### config.mk
export PLATFORM = sky130hd
export DESIGN_NAME = ipi_cmd_unit
export DESIGN_NICKNAME = d
export VERILOG_FILES = /design/src/rtl/ipi_pkg.sv /design/src/rtl/ipi_reg_decode.sv /design/src/rtl/ipi_launch.sv /design/src/rtl/ipi_dest_resolve.sv /design/src/rtl/ipi_cmd_unit.sv
export SDC_FILE = /design/constraint.sdc
export NUM_CORES = 1
export LEC_CHECK = 0
export BUFFER_PORTS_ARGS = -buffer_cell sky130_fd_sc_hd__buf_2
export CAP_MARGIN = 20
export CORE_MARGIN = 5
export CORE_UTILIZATION = 35
export CTS_CLUSTER_DIAMETER = 50
export DETAILED_ROUTE_END_ITERATION = 7
export PLACE_DENSITY_LB_ADDON = 0.05
export SLEW_MARGIN = 20
export SYNTH_ARGS = -nofsm -noshare
export SYNTH_HDL_FRONTEND = slang
export SYNTH_HIERARCHICAL = 1
export SYNTH_SLANG_ARGS = --single-unit
### constraint.sdc
create_clock -name clk_i -period 3.9 [get_ports clk_i]
set_input_delay 0.39 -clock clk_i [delete_from_list [all_inputs] [get_ports clk_i]]
set_output_delay 0.39 -clock clk_i [all_outputs]
set_load 0.01 [all_outputs]
### src/rtl/ipi_pkg.sv
package ipi_pkg;
  localparam int unsigned REG_AW = 12;
  localparam int unsigned REG_DW = 32;
  localparam logic [REG_AW-1:0] OFF_CMD_LO = 12'h300;
  localparam logic [REG_AW-1:0] OFF_CMD_HI = 12'h310;

  // lower word bit positions
  localparam int unsigned VEC_LSB   = 0;
  localparam int unsigned MODE_LSB  = 8;
  localparam int unsigned BUSY_BIT  = 12;
  localparam int unsigned LEVEL_BIT = 14;
  localparam int unsigned TRIG_BIT  = 15;
  localparam int unsigned SH_LSB    = 18;
  localparam int unsigned DEST_LSB  = 24;

  typedef enum logic [1:0] {
    SH_FIELD  = 2'b00,
    SH_SELF   = 2'b01,
    SH_ALL    = 2'b10,
    SH_OTHERS = 2'b11
  } shorthand_e;

  typedef struct packed {
    shorthand_e  sh;
    logic        trig;
    logic        level;
    logic [2:0]  mode;
    logic [7:0]  vector;
  } cmd_lo_t;
endpackage

### src/rtl/ipi_reg_decode.sv
module ipi_reg_decode
  import ipi_pkg::*;
(
  input  logic              wr_i,
  input  logic [REG_AW-1:0] addr_i,
  output logic              sel_lo_o,
  output logic              sel_hi_o,
  output logic              wr_lo_o,
  output logic              wr_hi_o
);
  assign sel_lo_o = (addr_i == OFF_CMD_LO);
  assign sel_hi_o = (addr_i == OFF_CMD_HI);
  assign wr_lo_o  = wr_i && sel_lo_o;
  assign wr_hi_o  = wr_i && sel_hi_o;
endmodule

### src/rtl/ipi_launch.sv
module ipi_launch
  import ipi_pkg::*;
(
  input  logic       clk_i,
  input  logic       rst_ni,
  input  logic       wr_lo_i,
  input  cmd_lo_t    cmd_i,
  input  logic [7:0] dest_i,
  input  logic       ready_i,
  output logic       busy_o,
  output cmd_lo_t    cmd_o,
  output logic [7:0] dest_o
);
  logic launch;
  assign launch = wr_lo_i && !busy_o;

  always_ff @(posedge clk_i or negedge rst_ni) begin
    if (!rst_ni) begin
      busy_o <= 1'b0;
      cmd_o  <= '0;
      dest_o <= '0;
    end else if (launch) begin
      busy_o <= 1'b1;
      cmd_o  <= cmd_i;
      dest_o <= dest_i;
    end else if (busy_o && ready_i) begin
      busy_o <= 1'b0;
    end
  end
endmodule

### src/rtl/ipi_dest_resolve.sv
module ipi_dest_resolve
  import ipi_pkg::*;
#(
  parameter int unsigned NUM_CORES = 4,
  parameter int unsigned CORE_ID   = 0
) (
  input  shorthand_e           sh_i,
  input  logic [7:0]           dest_id_i,
  output logic [NUM_CORES-1:0] mask_o
);
  for (genvar c = 0; c < NUM_CORES; c++) begin : g_core
    localparam bit IS_SELF = (c == CORE_ID);
    always_comb begin
      unique case (sh_i)
        SH_FIELD:  mask_o[c] = (dest_id_i == 8'(c));
        SH_SELF:   mask_o[c] = IS_SELF;
        SH_ALL:    mask_o[c] = 1'b1;
        default:   mask_o[c] = !IS_SELF;
      endcase
    end
  end
endmodule

### src/rtl/ipi_cmd_unit.sv
module ipi_cmd_unit
  import ipi_pkg::*;
#(
  parameter int unsigned NUM_CORES = 4,
  parameter int unsigned CORE_ID   = 0
) (
  input  logic                 clk_i,
  input  logic                 rst_ni,
  input  logic                 reg_wr_i,
  input  logic [11:0]          reg_addr_i,
  input  logic [31:0]          reg_wdata_i,
  output logic [31:0]          reg_rdata_o,
  output logic                 msg_valid_o,
  input  logic                 msg_ready_i,
  output logic [7:0]           msg_vector_o,
  output logic [2:0]           msg_mode_o,
  output logic                 msg_trig_o,
  output logic                 msg_level_o,
  output logic [1:0]           msg_short_o,
  output logic [7:0]           msg_dest_id_o,
  output logic [NUM_CORES-1:0] msg_dest_mask_o
);
  logic        sel_lo, sel_hi, wr_lo, wr_hi, busy;
  logic [31:0] hi_q;
  cmd_lo_t     wr_cmd, cur_cmd;
  logic [31:0] lo_view;

  ipi_reg_decode u_dec (
    .wr_i    (reg_wr_i),
    .addr_i  (reg_addr_i),
    .sel_lo_o(sel_lo),
    .sel_hi_o(sel_hi),
    .wr_lo_o (wr_lo),
    .wr_hi_o (wr_hi)
  );

  always_ff @(posedge clk_i or negedge rst_ni) begin
    if (!rst_ni)    hi_q <= '0;
    else if (wr_hi) hi_q <= reg_wdata_i;
  end

  assign wr_cmd.vector = reg_wdata_i[VEC_LSB +: 8];
  assign wr_cmd.mode   = reg_wdata_i[MODE_LSB +: 3];
  assign wr_cmd.level  = reg_wdata_i[LEVEL_BIT];
  assign wr_cmd.trig   = reg_wdata_i[TRIG_BIT];
  assign wr_cmd.sh     = shorthand_e'(reg_wdata_i[SH_LSB +: 2]);

  ipi_launch u_launch (
    .clk_i  (clk_i),
    .rst_ni (rst_ni),
    .wr_lo_i(wr_lo),
    .cmd_i  (wr_cmd),
    .dest_i (hi_q[DEST_LSB +: 8]),
    .ready_i(msg_ready_i),
    .busy_o (busy),
    .cmd_o  (cur_cmd),
    .dest_o (msg_dest_id_o)
  );

  ipi_dest_resolve #(.NUM_CORES(NUM_CORES), .CORE_ID(CORE_ID)) u_res (
    .sh_i     (cur_cmd.sh),
    .dest_id_i(msg_dest_id_o),
    .mask_o   (msg_dest_mask_o)
  );

  // remote read status (17:16) always reads invalid
  always_comb begin
    lo_view                     = '0;
    lo_view[VEC_LSB +: 8]       = cur_cmd.vector;
    lo_view[MODE_LSB +: 3]      = cur_cmd.mode;
    lo_view[BUSY_BIT]           = busy;
    lo_view[LEVEL_BIT]          = cur_cmd.level;
    lo_view[TRIG_BIT]           = cur_cmd.trig;
    lo_view[SH_LSB +: 2]        = cur_cmd.sh;
  end

  assign reg_rdata_o  = sel_lo ? lo_view : (sel_hi ? hi_q : '0);
  assign msg_valid_o  = busy;
  assign msg_vector_o = cur_cmd.vector;
  assign msg_mode_o   = cur_cmd.mode;
  assign msg_trig_o   = cur_cmd.trig;
  assign msg_level_o  = cur_cmd.level;
  assign msg_short_o  = cur_cmd.sh;
endmodule

==> parameters.txt <==
Parameter                              Value

STA
  Peak Freq ... about 0.35 GHz
  Final setup violation count ... 0
  Fin Setup TNS ... 0 ns
  Crit path time final ... 2.85 ns
  Worst Clk Skew ... between 0.01 and 0.015 ns
  Worst Tran Pin Value ... between 0.7 and 0.8 ns
  Final hold violation count ... 0
  Number of max-slew violations in the final report ... 0
  RSZ-0062 raised after global routing ... false
  Headroom to the max-slew limit ... between 40% and 50%
  Part of the cycle the worst path needs ... 73.2%

Job
  Max-cap violation count ... 0

Drt
  Number of nets still failing antenna checks after routing ... 0
  Number of iterations in the first detailed-routing pass ... 4
  Detailed-route vias per instance ... between 4 and 5
  WL per Instance ... 16.3 um
  Remaining design rule violation count ... 0
  Routed vias ... approximately 1,900
  Total length of routed wires ... approximately 6400 um
  Drt first-iter violations ... 54

Critical path
  Required time of the critical path ... 3.51 ns
  Worst path most repeated cell ... sky130_fd_sc_hd__buf_2
  Cell with the biggest individual delay on the critical path ... sky130_fd_sc_hd__nor2b_4
  Kind of launch point of the worst setup path ... input port
  Kind of end point of the critical path ... primary output
  Worst setup slack for register-to-register paths ... around 2.4 ns
  Worst Path Arrival ... ~2.5 ns
  Maximum fanout encountered on the critical timing path ... 32
  Delay contributed by the slowest stage of the critical path ... around 0.7 ns
  Crit path kind ... input port to primary output
  Worst-path cell chain ... buf_2 > or4_1 > nor4_1 > nor2b_4 > a22o_2 > buf_2

Global routing
  Vias in the first global route ... a little over 2,000
  Maximum number of pins on one net before global-route repair ... 37
  Number of antenna violations at the first check in global routing ... 0
  Tot GR Track Use ... between 10% and 20%
  Wire length of the first global-routing pass ... approximately 10,000 um
  Global route total overflow ... 0

Yosys
  Share of flip-flops with an asynchronous set or reset ... 100%
  Largest cells by area after synthesis ... sky130_fd_sc_hd__dfrtp_1, sky130_fd_sc_hd__mux2_4, sky130_fd_sc_hd__a22o_1
  Nets in the synthesized netlist ... 235
  Post-synthesis cell area ... between 2000 and 3000 um2
  Top cells by count, synth ... sky130_fd_sc_hd__dfrtp_1, sky130_fd_sc_hd__mux2_4, sky130_fd_sc_hd__and2_1, sky130_fd_sc_hd__a22o_1, sky130_fd_sc_hd__buf_6
  Sequential-to-total area share from yosys stat ... roughly half
  Most used standard cell by instance count after synthesis ... sky130_fd_sc_hd__dfrtp_1
  Dominant cell type by area after synthesis ... sky130_fd_sc_hd__dfrtp_1
  Total of flip-flops plus latches after synthesis ... 56
  Cell count after synthesis ... 184
  Average instance area after synthesis ... between 15 and 20 um2
  Synth cell types ... 25
  Number of synthesized flops with an enable pin ... 0
  Share of the synthesized area in the top cell type ... between 40% and 50%
  Yosys Warn Count ... 6
  Most common flop cell mapped by yosys ... sky130_fd_sc_hd__dfrtp_1

Clock network
  CTS tree ... done
  Post-CTS Setup Repair Bufs ... 0
  Clock tree buffer depth ... 2
  Clock insertion delay at the later pin of the skew report ... approximately 0.30 ns
  CTS clock-pin slew for the worst setup and hold paths ... ~0.10 ns
  Count of hold-fix buffers inserted at cts ... 0
  H-tree level count ... 2
  Clock Sink Count ... 56
  Library cell used as clock root buffer ... sky130_fd_sc_hd__clkbuf_8
  Post-cts repair resize count ... 0
  Clock buffers created by TritonCTS ... 5

Layout
  Share of the core filled with cells ... about 45%
  Fill cell count ... 736
  Ratio of cells with drive above 1 in the final layout ... between 60% and 70%
  Area Overhead vs Synth ... 22.2%
  Net count reported at finish ... between 300 and 400
  Ant diodes ... 0
  Cell area after layout ... between 3000 and 4000 um2

Floorplan
  Starting density of the core ... 36.5%
  Die area ... 10,000 um2
  Die Ht ... 100 um
  Die width ... ~100 um
  Core region area ... roughly 8000 um2
  Cell row count ... 32
  # IOs ... approximately 110

Pwr
  Combinational share of power ... about 5.1%
  Power density relative to cell area ... ~270 nW/um2
  Part of the total power dissipated in sequential elements ... 61.9%
  Switching portion of total power ... 22.1%
  Maximum VDD drop ... slightly above 0.1 mV
  Clock power frac ... between 30% and 40%
  Net load switching power ... 0.000209 W
  Leak ... roughly 1.9 nW
  Power Internal ... 0.000734 W

Status
  Outcome ... finished, final reports clean

Placement
  Total half-perimeter wirelength after legalization and detailed placement ... 4480 um
  Total of buffers placed on input and output ports ... approximately 110
  Total cell area at the placement stage ... approximately 3400 um2
  RePlAce Congestion ... approximately 0.7

Worst hold path
  Class of the tightest hold or removal check ... input port to asynchronous set/reset pin
==> critical path: cells and delay by family <==
kind,cells,cell delay (ns)
buf+inv,2,0.21
compound gates,1,0.25
simple gates,3,1.60
==> per-stage QoR <==
step	total power [W]	std cells	hold slack (ns)	setup slack, ns
3_3_place_gp	0.000644	386	0.374	1.02
5_1_grt	0.000989	394	0.0495	0.831
2_1_floorplan	0.000603	184	0.0944	1.66
3_5_place_dp	0.000645	386	0.376	1.02
4_1_cts	0.000965	394	0.0290	1.03
6_report	0.000943	394	0.0254	1.05
==> state kept, by name, indices dropped and copies added, names as in the netlist <==
name and count:
hi_q 32, u_launch/busy_o 1, u_launch/cmd_o 15, u_launch/dest_o 8
==> worst paths after layout <==
kind                                                  to                   startpoint  depth (start not counted)
setup / recovery                          reg_rdata_o[1]               reg_addr_i[11]                          6
hold / removal                      hi_q[29]$_DFFE_PN0P_                       rst_ni                          1
setup reg to reg           u_launch/cmd_o[2]$_DFFE_PN0P_  u_launch/busy_o$_DFFE_PN0P_                          3
hold reg to reg                     hi_q[23]$_DFFE_PN0P_         hi_q[23]$_DFFE_PN0P_                          1
max in group asynchronous  u_launch/cmd_o[6]$_DFFE_PN0P_                       rst_ni                          2
min in group clk_i           u_launch/busy_o$_DFFE_PN0P_                  msg_ready_i                          2
==> layout make-up <==
type                            instances  area (um2)  share of cell area, %
Clock buffer                            7        76.3                   2.19
Tap cell                              102         128                   3.67
Sequential cell                        56        1400                   40.3
Clock inverter                          1        8.76                  0.252
Timing Repair Buffer                  112         573                   16.5
Multi-Input combinational cell        113        1280                   36.8
Inverter                                3        11.3                  0.324
==> logic make-up after synthesis <==
kind of cell	synth area share [%]
simple gates	7.96
buf+inv	6.46
compound gates	6.68
fa+ha+maj	1.32
flops	49.2
mux	28.4
==> layer usage <==
metal	wire length, um	up-vias	GRT usage, %
met5	0	-	0
met4	19	0	2.90
met3	469	2	4.17
met2	2900	69	19.7
met1	3010	942	18.5
li1	-	877	-
==> placed cells by master (no fill, tap or decap), drive strengths merged, types with 3 or more instances in the layout <==
master    n
buf     112
dfrtp    56
mux2     55
and2     16
a22o     16
clkbuf    7
nor4      4
inv       3
nand2b    3
o32ai     3
ha        3
==> power groups by stage <==
stage | registers [W] | logic (W) | clock network [W]
6_report | 0.000584 | 0.0000478 | 0.000311
5_1_grt | 0.000585 | 0.0000549 | 0.000349
4_1_cts | 0.000584 | 0.0000495 | 0.000331
3_5_place_dp | 0.000595 | 0.0000494 | 0
3_3_place_gp | 0.000595 | 0.0000488 | 0
2_1_floorplan | 0.000596 | 0.00000746 | 0
Note: power is estimated with default switching activity, not from simulation.
